**src/rtl/rxw_pkg.sv**
```systemverilog
package rxw_pkg;
  parameter int unsigned IN_W  = 40;
  parameter int unsigned OUT_W = 66;
endpackage

```
**src/rtl/rxw_polarity.sv**
```systemverilog
module rxw_polarity #(
  parameter int unsigned W          = 40,
  parameter bit          INV_SUPPORT = 1'b1
) (
  input  logic [W-1:0] word_i,
  input  logic         invert_i,
  output logic [W-1:0] word_o
);
  generate
    if (INV_SUPPORT) begin : g_inv
      assign word_o = word_i ^ {W{invert_i}};
    end else begin : g_pass
      logic unused_inv;
      assign unused_inv = invert_i;
      assign word_o     = word_i;
    end
  endgenerate
endmodule

```
**src/rtl/rxw_slip_edge.sv**
```systemverilog
module rxw_slip_edge (
  input  logic clk_i,
  input  logic rst_i,
  input  logic req_i,
  output logic pulse_o
);
  logic prev_q;
  logic seen_q;

  always_ff @(posedge clk_i) begin
    if (rst_i) begin
      prev_q <= 1'b0;
      seen_q <= 1'b0;
    end else begin
      prev_q <= req_i;
      seen_q <= 1'b1;
    end
  end

  assign pulse_o = req_i & ~prev_q;

  // two slips never come from consecutive cycles of one request
  a_r3_one_pulse: assert property (@(posedge clk_i) disable iff (rst_i)
    pulse_o |=> !pulse_o);

  // a request that stayed high produces no further slip
  a_r3_level_quiet: assert property (@(posedge clk_i) disable iff (rst_i)
    (seen_q && req_i && $past(req_i)) |-> !pulse_o);
endmodule

```
**src/rtl/rxw_accum.sv**
```systemverilog
module rxw_accum #(
  parameter int unsigned IN_W  = 40,
  parameter int unsigned OUT_W = 66
) (
  input  logic             clk_i,
  input  logic             rst_i,
  input  logic [IN_W-1:0]  word_i,
  input  logic             slip_i,
  output logic [OUT_W-1:0] blk_o,
  output logic             valid_o
);
  localparam int unsigned BUF_W = OUT_W + IN_W - 1;
  localparam int unsigned CNT_W = $clog2(BUF_W + 1);

  logic [BUF_W-1:0] buf_q, merged, remain;
  logic [CNT_W-1:0] fill_q, total, fill_nx;
  logic             emit;
  logic             seen_q;

  always_comb begin
    merged = buf_q | (BUF_W'(word_i) << fill_q);
    total  = fill_q + CNT_W'(IN_W);
    if (slip_i) begin
      merged = merged >> 1;
      total  = total - CNT_W'(1);
    end
    emit = (total >= CNT_W'(OUT_W));
    if (emit) begin
      remain  = merged >> OUT_W;
      fill_nx = total - CNT_W'(OUT_W);
    end else begin
      remain  = merged;
      fill_nx = total;
    end
  end

  always_ff @(posedge clk_i) begin
    if (rst_i) begin
      buf_q   <= '0;
      fill_q  <= '0;
      valid_o <= 1'b0;
      blk_o   <= '0;
      seen_q  <= 1'b0;
    end else begin
      buf_q   <= remain;
      fill_q  <= fill_nx;
      valid_o <= emit;
      seen_q  <= 1'b1;
      if (emit) blk_o <= merged[OUT_W-1:0];
    end
  end

  // after every update fewer than one block of bits stays buffered
  a_r7_fill_bound: assert property (@(posedge clk_i) disable iff (rst_i)
    fill_q < CNT_W'(OUT_W));

  // bit accounting: the word adds its bits, a slip takes one, a block takes a block
  a_r7_fill_track: assert property (@(posedge clk_i) disable iff (rst_i)
    seen_q |-> (int'(fill_q) == int'($past(fill_q)) + int'(IN_W)
                - int'($past(slip_i)) - (valid_o ? int'(OUT_W) : 0)));

  // bits above the fill level are always empty, so a slip removes a real bit
  a_r4_clean_top: assert property (@(posedge clk_i) disable iff (rst_i)
    (buf_q >> fill_q) == '0);
endmodule

```
**src/rtl/rx_width_expander.sv**
```systemverilog
module rx_width_expander
  import rxw_pkg::*;
#(
  parameter int unsigned IN_BITS  = IN_W,
  parameter int unsigned OUT_BITS = OUT_W
) (
  input  logic                clk_i,
  input  logic                rst_i,
  input  logic [IN_BITS-1:0]  rx_word_i,
  input  logic                slip_req_i,
  input  logic                invert_i,
  output logic [OUT_BITS-1:0] blk_o,
  output logic                blk_valid_o
);
  logic [IN_BITS-1:0] word_pol;
  logic               slip_pulse;

  rxw_polarity #(.W(IN_BITS), .INV_SUPPORT(1'b1)) u_pol (
    .word_i   (rx_word_i),
    .invert_i (invert_i),
    .word_o   (word_pol)
  );

  rxw_slip_edge u_edge (
    .clk_i   (clk_i),
    .rst_i   (rst_i),
    .req_i   (slip_req_i),
    .pulse_o (slip_pulse)
  );

  rxw_accum #(.IN_W(IN_BITS), .OUT_W(OUT_BITS)) u_acc (
    .clk_i   (clk_i),
    .rst_i   (rst_i),
    .word_i  (word_pol),
    .slip_i  (slip_pulse),
    .blk_o   (blk_o),
    .valid_o (blk_valid_o)
  );

  // a reset edge always leaves the strobe low
  a_r8_reset_quiet: assert property (@(posedge clk_i)
    rst_i |=> !blk_valid_o);

  // with no slip the strobe is never high two cycles after a low-fill pair
  a_r2_no_triple: assert property (@(posedge clk_i) disable iff (rst_i)
    (blk_valid_o && !slip_pulse) |=> !(blk_valid_o && $past(blk_valid_o, 2)) || !$past(blk_valid_o, 2) || $past(rst_i, 2) || $past(slip_pulse, 2) || $past(slip_pulse));
endmodule

```
**config.mk**
```make
export PLATFORM = sky130hd
export DESIGN_NAME = rx_width_expander
export DESIGN_NICKNAME = d
export VERILOG_FILES = /design/src/rtl/rxw_pkg.sv /design/src/rtl/rxw_polarity.sv /design/src/rtl/rxw_slip_edge.sv /design/src/rtl/rxw_accum.sv /design/src/rtl/rx_width_expander.sv
export SDC_FILE = /design/constraint.sdc
export NUM_CORES = 1
export LEC_CHECK = 0
export ABC_AREA = 1
export BUFFER_PORTS_ARGS = -buffer_cell sky130_fd_sc_hd__buf_2
export CAP_MARGIN = 10
export CORE_AREA = 2 2 123 173
export CTS_CLUSTER_DIAMETER = 120
export DETAILED_ROUTE_END_ITERATION = 7
export DIE_AREA = 0 0 125 175
export PLACE_DENSITY = 0.78
export SYNTH_ARGS = -nofsm -noshare
export SYNTH_HDL_FRONTEND = slang
export SYNTH_HIERARCHICAL = 1
export SYNTH_SLANG_ARGS = --single-unit
```
**constraint.sdc**
```tcl
create_clock -name clk_i -period 3.4 [get_ports clk_i]
set_input_delay 0 -clock clk_i [delete_from_list [all_inputs] [get_ports clk_i]]
set_output_delay 0 -clock clk_i [all_outputs]
set_load 0.05 [all_outputs]
```
==> impl_metrics.toml, run 1 <==
[run_status]
status = "complete, no violations"

[sta]
tightest_slew_ns = 0.980
rsz0062_at_grt = "false"
fin_crit_ns = 2.66
slew_viol_final = 0
timing.fmax_mhz = 376
setup_viol = 0
tns_ns = 0
slew_headroom = 0.347
finalHoldViolCount = 0
finalClockSkew_ns = 0.0111
timing.final.crit_share = 0.783

[route]
drc_errors = 0
viasPerCell = 6.20
drt-total-wl_mm = 45.6
dr.first_iter.drc_count = 1672
drtAntennaViolNets = 0
first_pass_iters = 6
wl_per_cell_um = 20.0
dr_total_vias = 14100

[place]
gp_congestion = 1.10
dp_hpwl_mm = 34.1
place_inst = 2245
io_buffers = 110

[clock_tree]
clkSinkCount = 180
clk_latency_ns = 0.44
htreeDepth = 4
clkTransAtPathRegs_ns = 0.07
clockBufferDepth = 2
cts_inserted_buffers = 17
post_cts_buffers = 0
cts_root_buf = "clkbuf_16"
cts_tree = "done"
cts_resized = 0

[logic_synthesis]
synth_seq_area_share = 0.303
syn_area_mm2 = 0.0119
yosysWarnings = 6
syn_inst = 1992
synth_edf_count = 0
async_reset_ff_frac = 0
avgSynthCellArea_um2 = 5.97
synth_cell_types = 41
syn_nets = 2040
synth_ff_type = "dfxtp_1"
ys_ff_latch = 180

[global_routing]
grt_overflow = 0
grt_pass1_wl_mm = 70.2
antenna_found_initial = 0
grt_start_max_net_pins = 102
first_global_vias = 12900
grt_usage = 0.405

[finish]
layout.nets = 2059
layout-drive-gt1-share = 0.0949
syn_to_final_growth_pct = 9.27
final_cell_count_no_fill = 2279
antenna-diode-count = 0

[worst_setup_path]
cp_num_buf_inv = 2
start_kind = "register"
end_kind = "register"
cp-startpoint = "u_acc/fill_q[2]$_SDFF_PP0_"
cp.arrival_ns = 2.95
r2r_slack_ns = 0.74
cp.depth = 11
critical_path_class = "register to register"
crit_path_end = "u_acc/buf_q[2]$_SDFF_PP0_"
path_delay_family = "simple AND/OR/NAND/NOR gates"
r2r-start = "u_acc/fill_q[2]$_SDFF_PP0_"
reg2reg_to = "u_acc/buf_q[2]$_SDFF_PP0_"
cpMaxStageDelayCell = "inv_2"
path_max_fanout = 44
path_cells = "buf_4 > nor2_4 > nand3_1 > nand2_1 > xor2_2 > nor2_1 > nand4_2 > nand2_4 > nor2_8 > inv_2 > o21ai_0"
critPathRequiredTime_ns = 3.69
rr_worst_depth = 11
crit_path_max_incr_delay_ns = 0.43

[worst_hold_path]
hold_class = "input port to register"

[floorplanning]
core-area_mm2 = 0.0203
die_area_mm2 = 0.0219
die_x_um = 125
start_util = 0.585
die_y_um = 175
row_count = 62
ioPinCount = 111

[power_and_ir_drop]
ir_drop_mv = 0.655
p_leak_nw = 6.46
powerDensity_mw_per_mm2 = 1100

[job]
max_cap_violations = 0
## what timing repair did
action,CTS,global route
endpoints found under the hold margin,3,0
endpoints found under the setup margin,0,0
hold buffers,3,0
## power breakdown
| part | switching [mW] | leakage (nW) | internal [mW] |
|---|---|---|---|
| combinational | 6.89 | 4.68 | 2.24 |
| clock | 0.886 | 0.294 | 1.11 |
| sequential | 0.299 | 1.48 | 2.89 |
| total | 8.08 | 6.46 | 6.24 |
## cell families (layout without fill, tap and decap cells)
| kind of cell | after synthesis | count (layout) | share of synthesized area |
|---|---|---|---|
| and+or+nand+nor | 1427 | 1427 | 0.541 |
| DFF | 180 | 180 | 0.303 |
| xor gates and xnor gates | 6 | 6 | 0.00569 |
| buffers and inverters | 288 | 319 | 0.104 |
| adders and majority gates | 4 | 4 | 0.00421 |
| AOI/OAI and AO/OA | 87 | 87 | 0.0423 |
## metrics by stage
| step | setup WS (ns) | instance area (um2) | total power, mW | utilization | hold WS [ns] |
|---|---|---|---|---|---|
| 6_report | 0.739 | 13000 | 14.3 | 0.639 | 0.429 |
| 5_1_grt | 0.568 | 13000 | 15.1 | 0.639 | 0.435 |
| 4_1_cts | 0.810 | 13000 | 14.0 | 0.639 | 0.405 |
| 3_5_place_dp | 0.868 | 12400 | 12.0 | 0.608 | 0.281 |
| 3_3_place_gp | 0.957 | 12400 | 11.9 | 0.608 | 0.264 |
| 2_1_floorplan | 1.02 | 11900 | 9.40 | - | 0.0691 |
## routing by layer
metal	wire length (um)	up-vias	global-route usage	part of all wire
met2	21500	786	0.681	0.47
met3	3600	188	0.0689	0.079
met4	3170	0	0.244	0.070
met5	0	-	0	0
met1	17300	6456	0.482	0.38
li1	-	6706	-	-
## placed cells by master (no fill, tap or decap), types with 10 or more instances in the layout
| master | count |
|---|---|
| a21oi_1 | 10 |
| buf_2 | 110 |
| buf_4 | 21 |
| clkbuf_16 | 17 |
| dfxtp_1 | 179 |
| inv_1 | 137 |
| nand2_1 | 610 |
| nand3_1 | 585 |
| nand4_1 | 110 |
| nor2_1 | 104 |
| o21ai_0 | 29 |
| o21ai_1 | 20 |
## cells in the mapped netlist (all sizes together) (2+ instances only)
cell type,n,share of area
a31oi,8,0.0042
inv,146,0.046
dfxtp,180,0.30
xor2,2,0.0021
nand4,111,0.059
ha,4,0.0042
a41oi,2,0.0015
nand2,612,0.19
clkinv,3,0.00095
nor2,109,0.037
a21oi,11,0.0049
o21a,2,0.0013
nand3,585,0.25
nor3,5,0.0021
xnor2,4,0.0036
o21bai,7,0.0044
a31o,4,0.0029
clkbuf,41,0.013
buf,98,0.043
and2,3,0.0016
o21ai,49,0.021
## worst register-to-register path, stage by stage (launching register included)
cell and delay, ns:
dfxtp_1 0.34, buf_4 0.40, nor2_4 0.12, nand3_1 0.11, nand2_1 0.09, xor2_2 0.16
nor2_1 0.19, nand4_2 0.20, nand2_4 0.17, nor2_8 0.06, inv_2 0.43, o21ai_0 0.24
## sequential cells by signal (all words and copies together) (netlist names)
| signal | count |
|---|---|
| u_acc/buf_q | 105 |
| u_acc/blk_o | 66 |
| u_acc/fill_q | 7 |
| u_acc/valid_o | 1 |
| u_edge/prev_q | 1 |
## worst min path at each step
stage                     from                         end  slack (ns)  depth (start not counted)
floorplan                rst_i  u_acc/fill_q[4]$_SDFF_PP0_        0.07                          1
global placement    slip_req_i    u_edge/prev_q$_SDFF_PP0_        0.26                          3
detailed placement  slip_req_i    u_edge/prev_q$_SDFF_PP0_        0.28                          3
CTS                      rst_i  u_acc/fill_q[4]$_SDFF_PP0_        0.40                          3
global route             rst_i  u_acc/fill_q[4]$_SDFF_PP0_        0.44                          3
finish                   rst_i  u_acc/fill_q[4]$_SDFF_PP0_        0.43                          3
## cell type report
cell class | instances | area, um2
Fill cell | 1951 | 7340
Clock inverter | 13 | 148
Timing Repair Buffer | 139 | 838
Clock buffer | 18 | 439
Inverter | 149 | 562
Tap cell | 256 | 320
Multi-Input combinational cell | 1524 | 7070
Sequential cell | 180 | 3600
(Power assumes the default switching activity.)
==> run 2, diff against run 1 <==
Settings changed: CORE_AREA 2 2 123 173 to 2 2 128 179, DIE_AREA 0 0 125 175 to 0 0 130 181, PLACE_DENSITY 0.78 to 0.76.
Clock period 3.4 ns to 2.3 ns, I/O delays scaled along.
==> impl_metrics.toml, run 2 (same netlist as run 1, synthesis figures left out) <==
[sta]
timing.fmax_mhz = 436
finalHoldViolCount = 0
slew_headroom = 0.477
slew_viol_final = 0
tightest_slew_ns = 0.784
setup_viol = 0
rsz0062_at_grt = "true"
finalClockSkew_ns = 0.0131
timing.final.crit_share = 0.996
fin_crit_ns = 2.29
hold_ws_ns = 0.421

[floorplanning]
core-area_mm2 = 0.0219
die_y_um = 181
die_area_mm2 = 0.0235
row_count = 64
start_util = 0.544
die_x_um = 130
ioPinCount = 111

[worst_setup_path]
cp.arrival_ns = 2.66
start_kind = "register"
end_kind = "register"
critical_path_class = "register to register"
crit_path_frequent_cell = "buf_12"
path_max_fanout = 21
crit_path_max_incr_delay_ns = 0.38
cpMaxStageDelayCell = "dfxtp_2"
critPathRequiredTime_ns = 2.67
cp_num_buf_inv = 5
path_delay_family = "buffers and inverters"
path_cells = "inv_4 > buf_12 > nand3_1 > nand2_1 > xor2_2 > nor2_2 > nand4_2 > buf_4 > a21oi_4 > buf_12 > buf_16 > nand3_2 > o21ai_1"

[clock_tree]
cts_inserted_buffers = 17
cts_tree = "done"
clkTransAtPathRegs_ns = 0.08
clk_latency_ns = 0.45
cts_root_buf = "clkbuf_16"
clockBufferDepth = 2
htreeDepth = 4
clkSinkCount = 180

[route]
drtAntennaViolNets = 0
drc_errors = 0
first_pass_iters = 7
dr.first_iter.drc_count = 1473
drt-total-wl_mm = 46.3
viasPerCell = 5.99
wl_per_cell_um = 19.5
dr_total_vias = 14200

[finish]
largest_registers = "u_acc/buf_q: 105 flops, u_acc/blk_o: 66 flops, u_acc/fill_q: 7 flops"
mostFrequentLayoutCell = "nand2_1"
largest_reg_flops = 105
final_cell_mix = "nand2_1, nand3_1, dfxtp_1"
top_register = "u_acc/buf_q"
syn_to_final_growth_pct = 15.5
layout.nets = 2112
antenna-diode-count = 0
layout-drive-gt1-share = 0.123

[global_routing]
grt_usage = 0.379
met2_usage = 0.608
grtUsageMet1 = 0.448
antenna_found_initial = 0
first_global_vias = 12800
grt_pass1_wl_mm = 68.8
grt_overflow = 0
grt_start_max_net_pins = 106
use_met3 = 0.0734
grt.busiest_layer = "met2"

[power_and_ir_drop]
power.total_mw = 22.1
ir_drop_mv = 1.11
p_leak_nw = 6.81
powerDensity_mw_per_mm2 = 1610

[place]
dp_hpwl_mm = 34.0
io_buffers = 110
gp_congestion = 1.12

[worst_hold_path]
hold_class = "input port to register"

[job]
max_cap_violations = 0

[run_status]
status = "complete, no violations"
run 2: changes by cell type in the layout (fill, tap and decap cells not counted), sizes merged:
cell and delta:
buf +49, bufinv -1, clkbuf +7, clkinv -1
clkinvlp +1, inv -1
run 2: tightest hold or removal path, cell delays in order:
cell and delay [ns]:
dlygate4sd3_1 0.52, buf_2 0.24, a21oi_1 0.07
run 2: path summary, 6_finish.rpt:
| kind | endpoint | depth (start not counted) | startpoint | slack (ns) |
|---|---|---|---|---|
| max | u_acc/buf_q[10]$_SDFF_PP0_ | 13 | u_acc/fill_q[0]$_SDFF_PP0_ | 0.008 |
| max reg2reg | u_acc/buf_q[10]$_SDFF_PP0_ | 13 | u_acc/fill_q[0]$_SDFF_PP0_ | 0.008 |
| min | u_acc/fill_q[4]$_SDFF_PP0_ | 3 | rst_i | 0.42 |
| min reg2reg | u_acc/blk_o[16]$_SDFFE_PP0P_ | 2 | u_acc/blk_o[16]$_SDFFE_PP0P_ | 0.45 |
run 2: timing repair:
item,CTS,global route
setup buffers,0,5
hold buffers,3,0
pin swaps,0,3
hold endpoints to repair,3,0
resized for setup,7,18
gates cloned,0,4
endpoints found under the setup margin,11,137
run 2: area by class of cell:
class / count / area (um2)
Fill cell: 2161 / 8130
Multi-Input combinational cell: 1524 / 7100
Sequential cell: 180 / 3610
Timing Repair Buffer: 192 / 1500
Inverter: 149 / 568
Clock buffer: 21 / 460
Tap cell: 297 / 372
Clock inverter: 11 / 118
run 2: through the flow:
| stage | setup TNS [ns] | setup slack (ns) | cells | instance area, um2 | util |
|---|---|---|---|---|---|
| floorplan | 0 | 0.0438 | 1992 | 11900 | - |
| global placement | -0.00440 | -0.00440 | 2330 | 12900 | 0.591 |
| detailed placement | -0.258 | -0.114 | 2330 | 12900 | 0.591 |
| CTS | 0 | 0.0299 | 2365 | 13500 | 0.619 |
| global route | -1.85 | -0.0727 | 2374 | 13700 | 0.628 |
| finish | 0 | 0.00821 | 2374 | 13700 | 0.628 |
run 2: metal layers:
layer	wire length, um	vias to the layer above
li1	-	6811
met5	0	-
met1	17300	6482
met3	3990	176
met4	3670	0
met2	21400	753
run 2: power breakdown:
group	leakage, nW	internal [mW]	switching [mW]
registers	1.48	4.27	0.432
logic	5.04	4.07	10.4
clock network	0.282	1.58	1.33
==> run 3, diff against run 2 <==
Settings changed: ABC_AREA 1 to 0, CORE_AREA 2 2 128 179 to 2 2 130 183, DIE_AREA 0 0 130 181 to 0 0 132 185, PLACE_DENSITY 0.76 to 0.75.
==> impl_metrics.toml, run 3 <==
[logic_synthesis]
syn_area_mm2 = 0.0123
synth_ff_type = "dfxtp_1"
yosys.area.top_type = "dfxtp_1"
ys_ff_latch = 180
synthTopCellsByArea = "dfxtp_1, mux4_2, mux2i_1"
syn_nets = 1471
async_reset_ff_frac = 0
yosys-top-cells-count = "dfxtp_1, nand2_1, nor2_1, mux2i_1, o22ai_1"
synth_cell_types = 76
synth_edf_count = 0
post-synth-top-area-fraction = 0.293
yosysWarnings = 6
synth_seq_area_share = 0.293
yosysMostFrequentCell = "dfxtp_1"
avgSynthCellArea_um2 = 8.65
syn_inst = 1423

[place]
dp_hpwl_mm = 45.9
io_buffers = 110
gp_congestion = 1.10
placed_area_mm2 = 0.0163

[global_routing]
grt_usage = 0.703
grt_overflow = 11
grt_start_max_net_pins = 83

[floorplanning]
die_y_um = 185
ioPinCount = 111
row_count = 66
die_x_um = 132
start_util = 0.538

[run_status]
status = "stopped before the end"
haltStage = "5_1_grt"
error_line = "[ERROR GRT-0232] Routing congestion too high. Check the congestion heatmap in the GUI."

[clock_tree]
clkSinkCount = 180
htreeDepth = 4
cts_inserted_buffers = 17
clockBufferDepth = 2
cts_root_buf = "clkbuf_16"

[sta]
worstEndpointType = "sequential cell input"
worst_endpoint = "u_acc/buf_q[25]$_SDFF_PP0_/D"
[run 3: metrics by stage]
stage          instances  utilization  worst slack, ns
4_1_cts             2228        0.812           -0.612
2_1_floorplan       1423            -           -0.569
3_3_place_gp        2149        0.714           -0.732
3_5_place_dp        2149        0.714           -0.759
[run 3: cells by family after synthesis]
family,Yosys count,share of synthesized area
fa+ha+maj,4,0.00406
mux,182,0.206
flops,180,0.293
buf+inv,150,0.0554
xor+xnor,52,0.0370
simple gates,438,0.160
compound gates,417,0.245
[run 3: metal layers]
metal,global-route usage,GRT overflow
met3,0.475,1
met1,0.682,0
met2,0.939,6
met4,0.756,4
met5,0.0823,0
[run 3: repair_timing]
action,CTS
endpoints found under the hold margin,1
resized for setup,258
pin swaps,49
gates cloned,5
hold buffers,1
buffers inserted,43
endpoints found under the setup margin,178
==> run 4, diff against run 3 <==
Settings changed: CORE_AREA 2 2 130 183 to 2 2 179 181, CTS_CLUSTER_DIAMETER 120 to default, DIE_AREA 0 0 132 185 to 0 0 181 183, PLACE_DENSITY 0.75 to default, PLACE_DENSITY_LB_ADDON from default to 0.15.
Clock period 2.3 ns to 2.99 ns, I/O delays scaled along.
==> impl_metrics.toml, run 4 <==
[sta]
timing.fmax_mhz = 328
slew_headroom = 0.254
slew_viol_final = 0
finalClockSkew_ns = 0.0206
finalHoldViolCount = 0
setup_viol = 4
hold_ws_ns = 0.452
fin_crit_ns = 3.05
timing.final.crit_share = 1.02
fin_ws_ns = -0.0605
tightest_slew_ns = 1.12
rsz0062_at_grt = "true"

[floorplanning]
die_y_um = 183
row_count = 65
ioPinCount = 111
start_util = 0.394
core-area_mm2 = 0.0312
die_area_mm2 = 0.0331
die_x_um = 181

[worst_setup_path]
critPathRequiredTime_ns = 3.31
end_kind = "register"
cp.arrival_ns = 3.37
start_kind = "register"
rr_worst_depth = 11
path_max_fanout = 7
critical_path_class = "register to register"

[clock_tree]
clkTransAtPathRegs_ns = 0.09
cts_tree = "done"
cts_root_buf = "clkbuf_16"
clkSinkCount = 180
htreeDepth = 4
cts_inserted_buffers = 17
clockBufferDepth = 2
clk_latency_ns = 0.45

[logic_synthesis]
ys_ff_latch = 180
yosysMostFrequentCell = "dfxtp_1"
async_reset_ff_frac = 0
syn_nets = 1471
syn_inst = 1423
avgSynthCellArea_um2 = 8.65
syn_area_mm2 = 0.0123
synth_edf_count = 0
synthTopCellsByArea = "dfxtp_1, mux4_2, mux2i_1"
yosys-top-cells-count = "dfxtp_1, nand2_1, nor2_1, mux2i_1, o22ai_1"
synth_ff_type = "dfxtp_1"
synth_seq_area_share = 0.293
synth_cell_types = 76
yosys.area.top_type = "dfxtp_1"
yosysWarnings = 6
post-synth-top-area-fraction = 0.293

[power_and_ir_drop]
p_leak_nw = 6.52
power.internal_mw = 10.3
power.total_mw = 21.1
p_switching_mw = 10.8
p_clk_frac = 0.105
powerDensity_mw_per_mm2 = 1330
ir_drop_mv = 0.866
seq_power_share = 0.181
switching_share = 0.513
comb_power_share = 0.714

[place]
gp_congestion = 1.03
io_buffers = 110
dp_hpwl_mm = 42.2
dpl_worst_slack_ns = -0.0881

[route]
first_pass_iters = 7
wl_per_cell_um = 26.9
drtAntennaViolNets = 0
dr_total_vias = 13200
m1WireLength_mm = 23.4
wl_met3_mm = 4.86
routed-wl-met2_mm = 25.2
viasPerCell = 6.31
top_layer = "met4"
drc_errors = 0
drt-total-wl_mm = 56.0
dr.first_iter.drc_count = 1319

[global_routing]
grt_overflow = 0
grt_pass1_wl_mm = 81.2
antenna_found_initial = 1
grt_start_max_net_pins = 95
grt_usage = 0.328
first_global_vias = 12400

[worst_hold_path]
min_path_cells = 2
hold_class = "register to register"

[finish]
layout.nets = 1719
largest_reg_flops = 105
layout-drive-gt1-share = 0.337
top_register = "u_acc/buf_q"
syn_to_final_growth_pct = 29.3
mostFrequentLayoutCell = "buf_4"
final_cell_mix = "buf_4, dfxtp_1, nand2_1"
largest_registers = "u_acc/buf_q: 105 flops, u_acc/blk_o: 66 flops, u_acc/fill_q: 7 flops"

[run_status]
violations = "negative setup slack"
status = "finished, violations left"

[job]
max_cap_violations = 0
==> run 4: path summary, 6_finish.rpt <==
path	startpoint	to	slack, ns
worst max register to register	u_acc/fill_q[1]$_SDFF_PP0_	u_acc/buf_q[29]$_SDFF_PP0_	-0.06
worst max-delay path	u_acc/fill_q[1]$_SDFF_PP0_	u_acc/buf_q[29]$_SDFF_PP0_	-0.06
worst min register to register	u_acc/blk_o[5]$_SDFFE_PP0P_	u_acc/blk_o[5]$_SDFFE_PP0P_	0.45
worst min-delay path	u_acc/blk_o[5]$_SDFFE_PP0P_	u_acc/blk_o[5]$_SDFFE_PP0P_	0.45
==> run 4: power by group through the flow <==
stage | clock network, mW | registers, mW | logic (mW)
floorplan | 0 | 5.06 | 6.73
global placement | 0 | 3.82 | 13.7
detailed placement | 0 | 3.82 | 13.7
CTS | 2.25 | 3.79 | 13.9
global route | 2.35 | 3.91 | 15.7
finish | 2.22 | 3.82 | 15.1
==> run 4: layout make-up <==
type,count,area (um2)
tap,402,503
sequential,180,3620
antenna,1,2.50
timing repair buffer,353,2710
inverter,25,97.6
clock inverter,11,90.1
clock buffer,20,468
fill,3101,15300
multi-input combinational,1094,8430
==> run 4: metrics by stage <==
stage | utilization | instance area [um2] | TNS [ns] | instances
floorplan | - | 12400 | 0 | 1423
global placement | 0.470 | 14700 | -0.194 | 2026
detailed placement | 0.470 | 14700 | -0.255 | 2026
CTS | 0.492 | 15400 | 0 | 2062
global route | 0.510 | 15900 | -1.28 | 2086
finish | 0.510 | 15900 | -0.134 | 2086
==> run 4: cell families after synthesis <==
group	count (synthesis)	synth area share
xor+xnor	52	0.0370
buf+inv	150	0.0554
compound gates	417	0.245
mux	182	0.206
simple gates	438	0.160
flops	180	0.293
fa+ha+maj	4	0.00406
==> run 4: layer usage <==
metal  GRT usage  up-vias
met5           0        -
met4       0.158        0
met3      0.0687      135
met2       0.512      677
met1       0.434     6466
li1            -     5875
==> run 4: repair_timing <==
item	4_1_cts	5_1_grt
endpoints found under the hold margin	5	0
resized for setup	13	77
cloned	1	3
hold buffers	3	0
setup endpoints to repair	16	108
buffers inserted	1	19
pin swaps	1	23
==> run 4: worst max-delay path, stage by stage (launching register included) <==
cell and delay [ns]:
dfxtp_4 0.43, buf_12 0.14, buf_4 0.12, buf_4 0.10
mux4_2 0.50, and2_4 0.18, a21o_1 0.20, a211o_1 0.34
buf_4 0.17, a21oi_1 0.20, mux2i_1 0.19, a221o_1 0.35
